File: config.mk
export PLATFORM = sky130hd
export DESIGN_NAME = spec_load_tracker
export DESIGN_NICKNAME = d
export VERILOG_FILES = /design/src/rtl/stl_pkg.sv /design/src/rtl/stl_event_decode.sv /design/src/rtl/stl_token_file.sv /design/src/rtl/stl_check_unit.sv /design/src/rtl/spec_load_tracker.sv
export SDC_FILE = /design/constraint.sdc
export NUM_CORES = 1
export LEC_CHECK = 0
export BUFFER_PORTS_ARGS = -buffer_cell sky130_fd_sc_hd__buf_4
export CAP_MARGIN = 25
export CORE_ASPECT_RATIO = 1.5
export CORE_MARGIN = 2
export CORE_UTILIZATION = 30
export CTS_CLUSTER_SIZE = 8
export DETAILED_ROUTE_END_ITERATION = 6
export GPL_TIMING_DRIVEN = 0
export SLEW_MARGIN = 20
export SYNTH_ARGS = -nofsm -noshare
export SYNTH_HDL_FRONTEND = slang
export SYNTH_SLANG_ARGS = --single-unit
File: constraint.sdc
create_clock -name clk -period 4.4 [get_ports clk]
set_input_delay 0.88 -clock clk [delete_from_list [all_inputs] [get_ports clk]]
set_output_delay 0.88 -clock clk [all_outputs]
set_load 0.02 [all_outputs]
File: src/rtl/stl_pkg.sv
package stl_pkg;

  typedef enum logic [2:0] {
    EVK_NONE  = 3'd0,
    EVK_SPEC  = 3'd1,
    EVK_PLAIN = 3'd2,
    EVK_ALU   = 3'd3,
    EVK_CHECK = 3'd4
  } evt_kind_e;

endpackage

File: src/rtl/stl_event_decode.sv
module stl_event_decode
  import stl_pkg::*;
#(
  parameter int NUM_REGS = 32,
  localparam int IDX_W = $clog2(NUM_REGS)
) (
  input  logic             evt_valid,
  input  logic [2:0]       evt_kind,
  input  logic [IDX_W-1:0] evt_dst,
  input  logic             evt_fault,
  input  logic             src_a_tok,
  input  logic             src_b_tok,
  output logic             wr_en,
  output logic [IDX_W-1:0] wr_idx,
  output logic             wr_tok,
  output logic             chk_en,
  output logic             chk_tok
);

  evt_kind_e kind;

  always_comb begin
    kind    = evt_kind_e'(evt_kind);
    wr_en   = 1'b0;
    wr_idx  = evt_dst;
    wr_tok  = 1'b0;
    chk_en  = 1'b0;
    chk_tok = src_a_tok;
    if (evt_valid) begin
      case (kind)
        EVK_SPEC: begin
          wr_en  = 1'b1;
          wr_tok = evt_fault;
        end
        EVK_PLAIN: begin
          wr_en  = 1'b1;
          wr_tok = 1'b0;
        end
        EVK_ALU: begin
          wr_en  = 1'b1;
          wr_tok = src_a_tok | src_b_tok;
        end
        EVK_CHECK: chk_en = 1'b1;
        default: ;
      endcase
    end
  end

endmodule

File: src/rtl/stl_token_file.sv
module stl_token_file #(
  parameter int NUM_REGS = 32,
  localparam int IDX_W = $clog2(NUM_REGS)
) (
  input  logic                clk,
  input  logic                rst_n,
  input  logic                wr_en,
  input  logic [IDX_W-1:0]    wr_idx,
  input  logic                wr_tok,
  input  logic [IDX_W-1:0]    rd_a_idx,
  input  logic [IDX_W-1:0]    rd_b_idx,
  output logic                rd_a_tok,
  output logic                rd_b_tok,
  output logic [NUM_REGS-1:0] tok_q
);

  assign tok_q[0] = 1'b0;

  for (genvar i = 1; i < NUM_REGS; i++) begin : g_tok
    logic ce;
    logic tok_d;

    always_comb begin
      ce    = wr_en && (wr_idx == IDX_W'(i));
      tok_d = ce ? wr_tok : tok_q[i];
    end

    always_ff @(posedge clk or negedge rst_n) begin
      if (!rst_n)  tok_q[i] <= 1'b0;
      else if (ce) tok_q[i] <= tok_d;
    end
  end

  assign rd_a_tok = tok_q[rd_a_idx];
  assign rd_b_tok = tok_q[rd_b_idx];

  p_write_lands_r4: assert property (@(posedge clk) disable iff (!rst_n)
    (wr_en && wr_idx != '0) |=> (tok_q[$past(wr_idx)] == $past(wr_tok)));

endmodule

File: src/rtl/stl_check_unit.sv
module stl_check_unit #(
  parameter int TGT_W = 48
) (
  input  logic             clk,
  input  logic             rst_n,
  input  logic             chk_en,
  input  logic             chk_tok,
  input  logic [TGT_W-1:0] chk_target,
  output logic             redirect_valid,
  output logic [TGT_W-1:0] redirect_target
);

  logic hit_d;
  logic redir_q;
  logic [TGT_W-1:0] tgt_q;

  always_comb hit_d = chk_en & chk_tok;

  always_ff @(posedge clk or negedge rst_n) begin
    if (!rst_n) redir_q <= 1'b0;
    else        redir_q <= hit_d;
  end

  always_ff @(posedge clk or negedge rst_n) begin
    if (!rst_n)     tgt_q <= '0;
    else if (hit_d) tgt_q <= chk_target;
  end

  assign redirect_valid  = redir_q;
  assign redirect_target = tgt_q;

  p_pulse_target_r6: assert property (@(posedge clk) disable iff (!rst_n)
    (chk_en && chk_tok) |=> (redirect_valid && redirect_target == $past(chk_target)));

endmodule

File: src/rtl/spec_load_tracker.sv
module spec_load_tracker #(
  parameter int NUM_REGS = 32,
  parameter int TGT_W    = 48,
  localparam int IDX_W   = $clog2(NUM_REGS)
) (
  input  logic                clk,
  input  logic                rst_n,
  input  logic                evt_valid,
  input  logic [2:0]          evt_kind,
  input  logic [IDX_W-1:0]    evt_dst,
  input  logic [IDX_W-1:0]    evt_src_a,
  input  logic [IDX_W-1:0]    evt_src_b,
  input  logic                evt_fault,
  input  logic [TGT_W-1:0]    evt_target,
  output logic [NUM_REGS-1:0] tok_q,
  output logic                redirect_valid,
  output logic [TGT_W-1:0]    redirect_target
);

  logic             src_a_tok;
  logic             src_b_tok;
  logic             wr_en;
  logic [IDX_W-1:0] wr_idx;
  logic             wr_tok;
  logic             chk_en;
  logic             chk_tok;

  stl_event_decode #(.NUM_REGS(NUM_REGS)) u_decode (
    .evt_valid (evt_valid),
    .evt_kind  (evt_kind),
    .evt_dst   (evt_dst),
    .evt_fault (evt_fault),
    .src_a_tok (src_a_tok),
    .src_b_tok (src_b_tok),
    .wr_en     (wr_en),
    .wr_idx    (wr_idx),
    .wr_tok    (wr_tok),
    .chk_en    (chk_en),
    .chk_tok   (chk_tok)
  );

  stl_token_file #(.NUM_REGS(NUM_REGS)) u_tokens (
    .clk      (clk),
    .rst_n    (rst_n),
    .wr_en    (wr_en),
    .wr_idx   (wr_idx),
    .wr_tok   (wr_tok),
    .rd_a_idx (evt_src_a),
    .rd_b_idx (evt_src_b),
    .rd_a_tok (src_a_tok),
    .rd_b_tok (src_b_tok),
    .tok_q    (tok_q)
  );

  stl_check_unit #(.TGT_W(TGT_W)) u_check (
    .clk             (clk),
    .rst_n           (rst_n),
    .chk_en          (chk_en),
    .chk_tok         (chk_tok),
    .chk_target      (evt_target),
    .redirect_valid  (redirect_valid),
    .redirect_target (redirect_target)
  );

  p_fault_defers_r3: assert property (@(posedge clk) disable iff (!rst_n)
    (evt_valid && evt_kind == 3'd1 && evt_fault && evt_dst != '0)
      |=> (tok_q[$past(evt_dst)] && !redirect_valid));

  p_spec_clean_r2: assert property (@(posedge clk) disable iff (!rst_n)
    (evt_valid && evt_kind == 3'd1 && !evt_fault) |=> !tok_q[$past(evt_dst)]);

  p_plain_clear_r5: assert property (@(posedge clk) disable iff (!rst_n)
    (evt_valid && evt_kind == 3'd2) |=> !tok_q[$past(evt_dst)]);

  p_check_quiet_r7: assert property (@(posedge clk) disable iff (!rst_n)
    (evt_valid && evt_kind == 3'd4) |=> $stable(tok_q));

  p_redir_cause_r6: assert property (@(posedge clk) disable iff (!rst_n)
    redirect_valid |-> $past(evt_valid && evt_kind == 3'd4 && tok_q[evt_src_a]));

  p_zero_check_r8: assert property (@(posedge clk) disable iff (!rst_n)
    (evt_valid && evt_kind == 3'd4 && evt_src_a == '0) |=> !redirect_valid);

  p_idle_hold_r9: assert property (@(posedge clk) disable iff (!rst_n)
    !evt_valid |=> ($stable(tok_q) && !redirect_valid));

  p_unused_kind_r10: assert property (@(posedge clk) disable iff (!rst_n)
    (evt_valid && (evt_kind == 3'd0 || evt_kind > 3'd4)) |=> ($stable(tok_q) && !redirect_valid));

endmodule

==> results of run 1 <==
## cell usage after synthesis (2+ instances only)
cell	n
inv_1	4
a21oi_1	3
nand4_1	2
dfrtp_1	80
nor3b_1	2
mux2_4	9
nand2_1	26
mux4_2	2
o211ai_1	2
mux2_2	40
nor2b_1	13
buf_2	10
nand3b_1	2
nand2b_1	5
mux2i_1	50
a221oi_1	3
a2111oi_0	6
clkbuf_1	5
buf_6	4
nor3_1	4
nand3_1	11
a31oi_1	35
nor2_1	30
## critical path, delay by kind of cell
kind / cells / cell delay (ns)
AO/OA/AOI/OAI: 3 / 0.69
AND/OR/NAND/NOR: 2 / 0.30
multiplexers: 1 / 0.31
buffers and inverters: 4 / 0.64
## cell type report
type / instances / area (um2) / area share
flip-flops and latches: 80 / 2000 / 0.349
well taps: 162 / 203 / 0.0354
multi-input cells: 255 / 1980 / 0.346
inverters: 4 / 15.0 / 0.00262
clock buffers: 9 / 225 / 0.0393
plain buffers: 21 / 125 / 0.0218
repair buffers: 147 / 1110 / 0.193
clock inverters: 6 / 67.6 / 0.0118
## kinds of logic (layout without fill, tap and decap cells)
kind of cell	Yosys count	count (layout)	synth area share
multiplexers	101	101	0.274
AND/OR/NAND/NOR	100	100	0.118
flip-flops	80	80	0.485
AO/OA/AOI/OAI	53	53	0.0882
buffers and inverters	25	187	0.0340
other	1	1	0.000909
## power groups by stage
stage | logic (mW) | registers [mW] | clock network, mW
after CTS | 0.691 | 0.946 | 0.759
after global routing | 0.726 | 0.962 | 0.789
after detailed placement | 0.693 | 0.954 | 0
final | 0.684 | 0.944 | 0.740
after global placement | 0.682 | 0.950 | 0
after floorplan | 0.201 | 1.11 | 0
## through the flow
stage / util / hold slack (ns)
after floorplan: - / 0.584
after global placement: 0.403 / 0.489
after detailed placement: 0.403 / 0.493
after CTS: 0.425 / 0.511
after global routing: 0.425 / 0.522
final: 0.425 / 0.504
## sequential cells by signal, summed over array words and instances (netlist names)
| name | cells |
|---|---|
| u_check.redirect_target | 48 |
| u_check.redirect_valid | 1 |
| u_tokens.tok_q | 31 |
## layer usage
layer	track usage	up-vias	part of all wire
li1	-	1634	-
met1	0.182	1774	0.37
met2	0.296	154	0.52
met3	0.0605	15	0.085
met4	0.0637	0	0.020
met5	0	-	0
## worst min path at each step
| stage | end | slack, ns | depth (start not counted) |
|---|---|---|---|
| final | u_check.redirect_target[47] | 0.50 | 1 |
| after global routing | u_check.redirect_target[6] | 0.52 | 1 |
| after CTS | u_check.redirect_target[21] | 0.51 | 1 |
| after detailed placement | u_check.redirect_target[42] | 0.49 | 1 |
| after global placement | u_check.redirect_target[9] | 0.49 | 1 |
| after floorplan | u_check.redirect_target[0] | 0.58 | 0 |
==> flow_metrics.tcl, run 1 <==
set metrics [dict create \
    outcome "complete, no violations" \
    combPwrFrac 0.289 \
    swShare 0.308 \
    grt_start_max_net_pins 81 \
    clock_path_buffers 2 \
    crit_fanout 10 \
    yosysWarnings 0 \
    cts_resized 0 \
    place_ws_ns 1.43 \
    start_kind "input port" \
    relSlewSlack 0.291 \
    synth_edf_count 0 \
    synth_cell_types 35 \
    cts-buffers-inserted 9 \
    slowest_delay_ns 0.37 \
    crit-reg2reg-launch "u_tokens.tok_q[8]" \
    critPathArrivalTime_ns 2.83 \
    synth_flop_cell "dfrtp_1" \
    cp_data_required_time_ns 4.62 \
    reg2reg_to "u_check.redirect_target[44]" \
    fin_cells 684 \
    fmax_mhz 384 \
    clkTransAtPathRegs_ns 0.06 \
    hold_buffers 0 \
    fin_tns_setup_ns 0 \
    ys_seq_area_frac 0.485 \
    grt_pass1_wl_um 19300 \
    setup_slack_ns 1.79 \
    port_buffers 147 \
    post-cts-setup-buffer-count 0 \
    drt-vias-per-instance 5.23 \
    syn_avg_cell_area_um2 11.5 \
    initial_core_util 0.306 \
    drt-wirelength-per-cell_um 17.8 \
    fp.dieArea_um2 14700 \
    timing.final.crit_share 0.593 \
    root_buffer "clkbuf_16" \
    yosysTopAreaCell "dfrtp_1" \
    critical_path_class "in2reg" \
    ys_ff_latch 80 \
    firstDrtPassIters 4 \
    synth_cells 360 \
    fill_cells 1295 \
    layout_min_cycle_time_ns 2.61 \
    detail_route.iter0.violations 115 \
    p_sw_uw 730 \
    drcViolationCount 0 \
    hold_viol 0 \
    design_area_um2 5730 \
    crit_path_cell_trace "buf_4 -> buf_2 -> a2111oi_0 -> a221oi_1 -> a21boi_1 -> nand3_2 -> nand4_2 -> buf_6 -> buf_6 -> mux2_4" \
    async_reset_ff_frac 1.00 \
    crit_end "u_check.redirect_target[44]" \
    clk_latency_ns 0.34 \
    fin_skew_ns 0.00591 \
    placed_cell_area_um2 5430 \
    reg2reg_slack_ns 2.05 \
    cap_viol_max_count 0 \
    antennaDiodeCount 0 \
    p_seq_frac 0.399 \
    hpwl_um 9650 \
    rows 52 \
    final_common_cell "buf_4" \
    p_clk_frac 0.313 \
    coreArea_um2 13500 \
    internal_power_mw 1.64 \
    fin_nets 588 \
    numClockSinks 80 \
    mostFrequentLayoutCells "147 x buf_4, 80 x dfrtp_1, 50 x mux2i_1, 40 x mux2_2, 35 x a31oi_1" \
    worstMarginPinSlew_ns 1.06 \
    h-tree-depth 3 \
    cts_tree "built" \
    dieHeight_um 148 \
    critPathSlowestCell "a2111oi_0" \
    grt_pass1_vias 3769 \
    p_per_area_nw_per_um2 413 \
    place.gp.congestion 0.830 \
    track_usage 0.168 \
    synth_top_cell_area_share 0.485 \
    netlist_area_um2 4130 \
    grt_antenna_before_repair 0 \
    placedCellCount 669 \
    vias 3577 \
    rsz0062_at_grt "no" \
    p_leak_nw 2.88 \
    slew_viol_final 0 \
    wl_um 12100 \
    die_w_um 99.8 \
    hold_path.class "reg2reg" \
    io_pins 151 \
    gr-total-overflow 0 \
    antenna_left 0 \
    drive_above_1_share 0.444 \
    endpoint_kind "flop" \
    synth_nets 430 \
    setup_viol 0 \
    yosys-top-cells-area "dfrtp_1 49%, mux2i_1 12%, mux2_2 11%" \
    r2r_cells 9 \
    critPathLaunch "evt_src_a[2]" \
    peakVddDrop_mv 0.260 \
    crit_top_cell "buf_6" \
    min_from "u_check.redirect_target[47]" \
    area_delta_synth_final_pct 38.8 \
    power_mw 2.37 \
]
Power figures use the tool's default switching activity.
==> run 2: changes to the inputs <==
ABC_AREA = 1   (was default)
clock period = 2.39 ns   (was 4.4 ns; I/O delays follow)
==> run 2 against run 1 <==
Against the previous run: area after synthesis up 3.0%; synthesized cell count rose by 68%; global-route usage is 1.8 points higher; worst hold slack worse by 0.39 ns; worst setup slack got worse by 1.2 ns; critical path depth up 2; sequential share of layout area down 0.87 points; non-clock buffer count increased by 7; routed wire length rose by 12%; total power increased by 86%; via count rose by 19%; largest power group unchanged.
==> flow_metrics.tcl, run 2 <==
set metrics [dict create \
    outcome "complete, no violations" \
    swShare 0.327 \
    ys_seq_area_frac 0.471 \
    synth_cells 605 \
    coreArea_um2 13900 \
    grt_start_max_net_pins 46 \
    drt-wirelength-per-cell_um 14.6 \
    p_clk_frac 0.323 \
    rsz0062_at_grt "no" \
    reg2reg_to "u_tokens.tok_q[22]" \
    vias 4248 \
    critPathArrivalTime_ns 2.04 \
    synth_compound_area_frac 0.0300 \
    port_buffers 145 \
    grt_antenna_before_repair 0 \
    setup_slack_ns 0.561 \
    grt_pass1_vias 4150 \
    fmax_mhz 547 \
    place_ws_ns 0.288 \
    yosysWarnings 0 \
    p_seq_frac 0.392 \
    synth_mux_area_frac 0 \
    cts_tree "built" \
    netlist_area_um2 4250 \
    fin_cells 932 \
    design_area_um2 5880 \
    synth_edf_count 0 \
    firstDrtPassIters 6 \
    synth_nets 675 \
    numClockSinks 80 \
    power_mw 4.41 \
    hold_path.class "in2async" \
    crit_end "u_tokens.tok_q[22]" \
    yosysTopAreaCell "dfrtp_1" \
    crit_fanout 10 \
    synth_commonest_cells "256 x nand2_1, 82 x nand3_1, 80 x dfrtp_1" \
    synthAdderAreaFrac 0 \
    synth-xor-area-share 0 \
    placed_cell_area_um2 5570 \
    syn_avg_cell_area_um2 7.02 \
    synth_top_family_by_area "simple AND/OR/NAND/NOR gates" \
    crit-reg2reg-launch "u_tokens.tok_q[15]" \
    setup_viol 0 \
    largest_register_ffs 48 \
    cp_data_required_time_ns 2.60 \
    endpoint_kind "flop" \
    io_pins 151 \
    timing.final.crit_share 0.765 \
    reg2reg_slack_ns 0.56 \
    drcViolationCount 0 \
    track_usage 0.186 \
    worstMarginPinSlew_ns 0.518 \
    drt-vias-per-instance 4.56 \
    fp.dieArea_um2 15200 \
    layout_min_cycle_time_ns 1.83 \
    dieHeight_um 150 \
    detail_route.iter0.violations 237 \
    gr-total-overflow 0 \
    antennaDiodeCount 0 \
    wl_um 13600 \
    mostFrequentLayoutCells "256 x nand2_1, 152 x buf_4, 82 x nand3_1, 80 x dfrtp_1, 54 x inv_1" \
    grt_pass1_wl_um 21700 \
    clk_latency_ns 0.33 \
    root_buffer "clkbuf_16" \
    synth-simple-area-share 0.397 \
    holdWs_ns 0.114 \
    fin_skew_ns 0.00958 \
    async_reset_ff_frac 1.00 \
    p_sw_mw 1.44 \
    hold_buffers 0 \
    ys_ff_latch 80 \
    cts_resized 0 \
    clock_path_buffers 2 \
    drive_above_1_share 0.262 \
    h-tree-depth 3 \
    antenna_left 0 \
    hold_viol 0 \
    yosys-top-cells-area "dfrtp_1 47%, nand2_1 23%, nand3_1 9.7%" \
    combPwrFrac 0.285 \
    synth_cell_types 19 \
    placedCellCount 916 \
    fin_tns_setup_ns 0 \
    slew_viol_final 0 \
    hpwl_um 10700 \
    final_common_cell "nand2_1" \
    synth_top_cell_area_share 0.471 \
    critPathLaunch "u_tokens.tok_q[15]" \
    r2r_cells 12 \
    peakVddDrop_mv 0.475 \
    clkTransAtPathRegs_ns 0.06 \
    start_kind "flop" \
    fin_util 0.422 \
    post-cts-setup-buffer-count 0 \
    relSlewSlack 0.654 \
    p_per_area_nw_per_um2 751 \
    area_delta_synth_final_pct 38.3 \
    initial_core_util 0.305 \
    fin_nets 832 \
    rows 53 \
    synth_flop_cell "dfrtp_1" \
    critical_path_class "reg2reg" \
    die_w_um 101 \
    cts-buffers-inserted 9 \
    cap_viol_max_count 0 \
    internal_power_mw 2.97 \
    fill_cells 1506 \
    synth_most_common_cell "nand2_1" \
    p_leak_nw 3.24 \
    place.gp.congestion 0.891 \
]
[run 2: cell types whose count changed after synthesis, sizes merged, moves of 23 or more]
cell	previous run	this run
o21ai	1	24
mux2i	50	0
nand2	26	257
mux2	49	0
a31oi	35	0
nand3	12	85
inv	4	61
[run 2: final cells by class]
class,count,area [um2],share of cell area
sequential,80,2000,0.341
timing repair buffer,146,1120,0.190
multi-input combinational,435,1820,0.309
buffer,29,198,0.0336
clock inverter,5,61.3,0.0104
clock buffer,11,243,0.0413
tap,165,206,0.0351
inverter,61,231,0.0394
[run 2: cells by family (layout without fill, tap and decap cells)]
| group | after synthesis | in the layout |
|---|---|---|
| simple gates | 409 | 409 |
| buf+inv | 90 | 252 |
| other cells | 1 | 1 |
| compound gates | 25 | 25 |
| flops | 80 | 80 |
[run 2: power groups by stage]
stage / Sequential (mW) / Clock [mW] / Combinational [mW]
6_report: 1.73 / 1.43 / 1.26
5_1_grt: 1.76 / 1.53 / 1.37
4_1_cts: 1.73 / 1.47 / 1.27
3_5_place_dp: 1.75 / 0 / 1.27
3_3_place_gp: 1.75 / 0 / 1.25
2_1_floorplan: 2.03 / 0 / 0.354
[run 2: worst max-delay path, cell delays in order, from the launching register on]
cell and delay, ns:
dfrtp_1 0.43, or2_2 0.31, nand2_1 0.10, nand3_1 0.08
nand3_1 0.07, nand3_1 0.06, nand2_1 0.10, nand2_1 0.08
nand2_1 0.07, nand2_2 0.10, buf_6 0.16, nand3_1 0.07
nand2_1 0.06
[run 2: metal layers]
| layer | global-route usage | up-vias | share of wire |
|---|---|---|---|
| li1 | - | 2174 | - |
| met1 | 0.214 | 1921 | 0.38 |
| met2 | 0.321 | 118 | 0.54 |
| met3 | 0.0252 | 35 | 0.040 |
| met4 | 0.114 | 0 | 0.043 |
| met5 | 0 | - | 0 |
[run 2: worst min-delay path by stage]
stage	startpoint	to	slack (ns)
after floorplan	rst_n	u_check.redirect_target[0]	0.18
after global placement	u_check.redirect_target[34]	u_check.redirect_target[34]	0.46
after detailed placement	u_check.redirect_target[2]	u_check.redirect_target[2]	0.47
after CTS	rst_n	u_tokens.tok_q[16]	0.14
after global routing	rst_n	u_tokens.tok_q[16]	0.15
final	rst_n	u_tokens.tok_q[16]	0.11
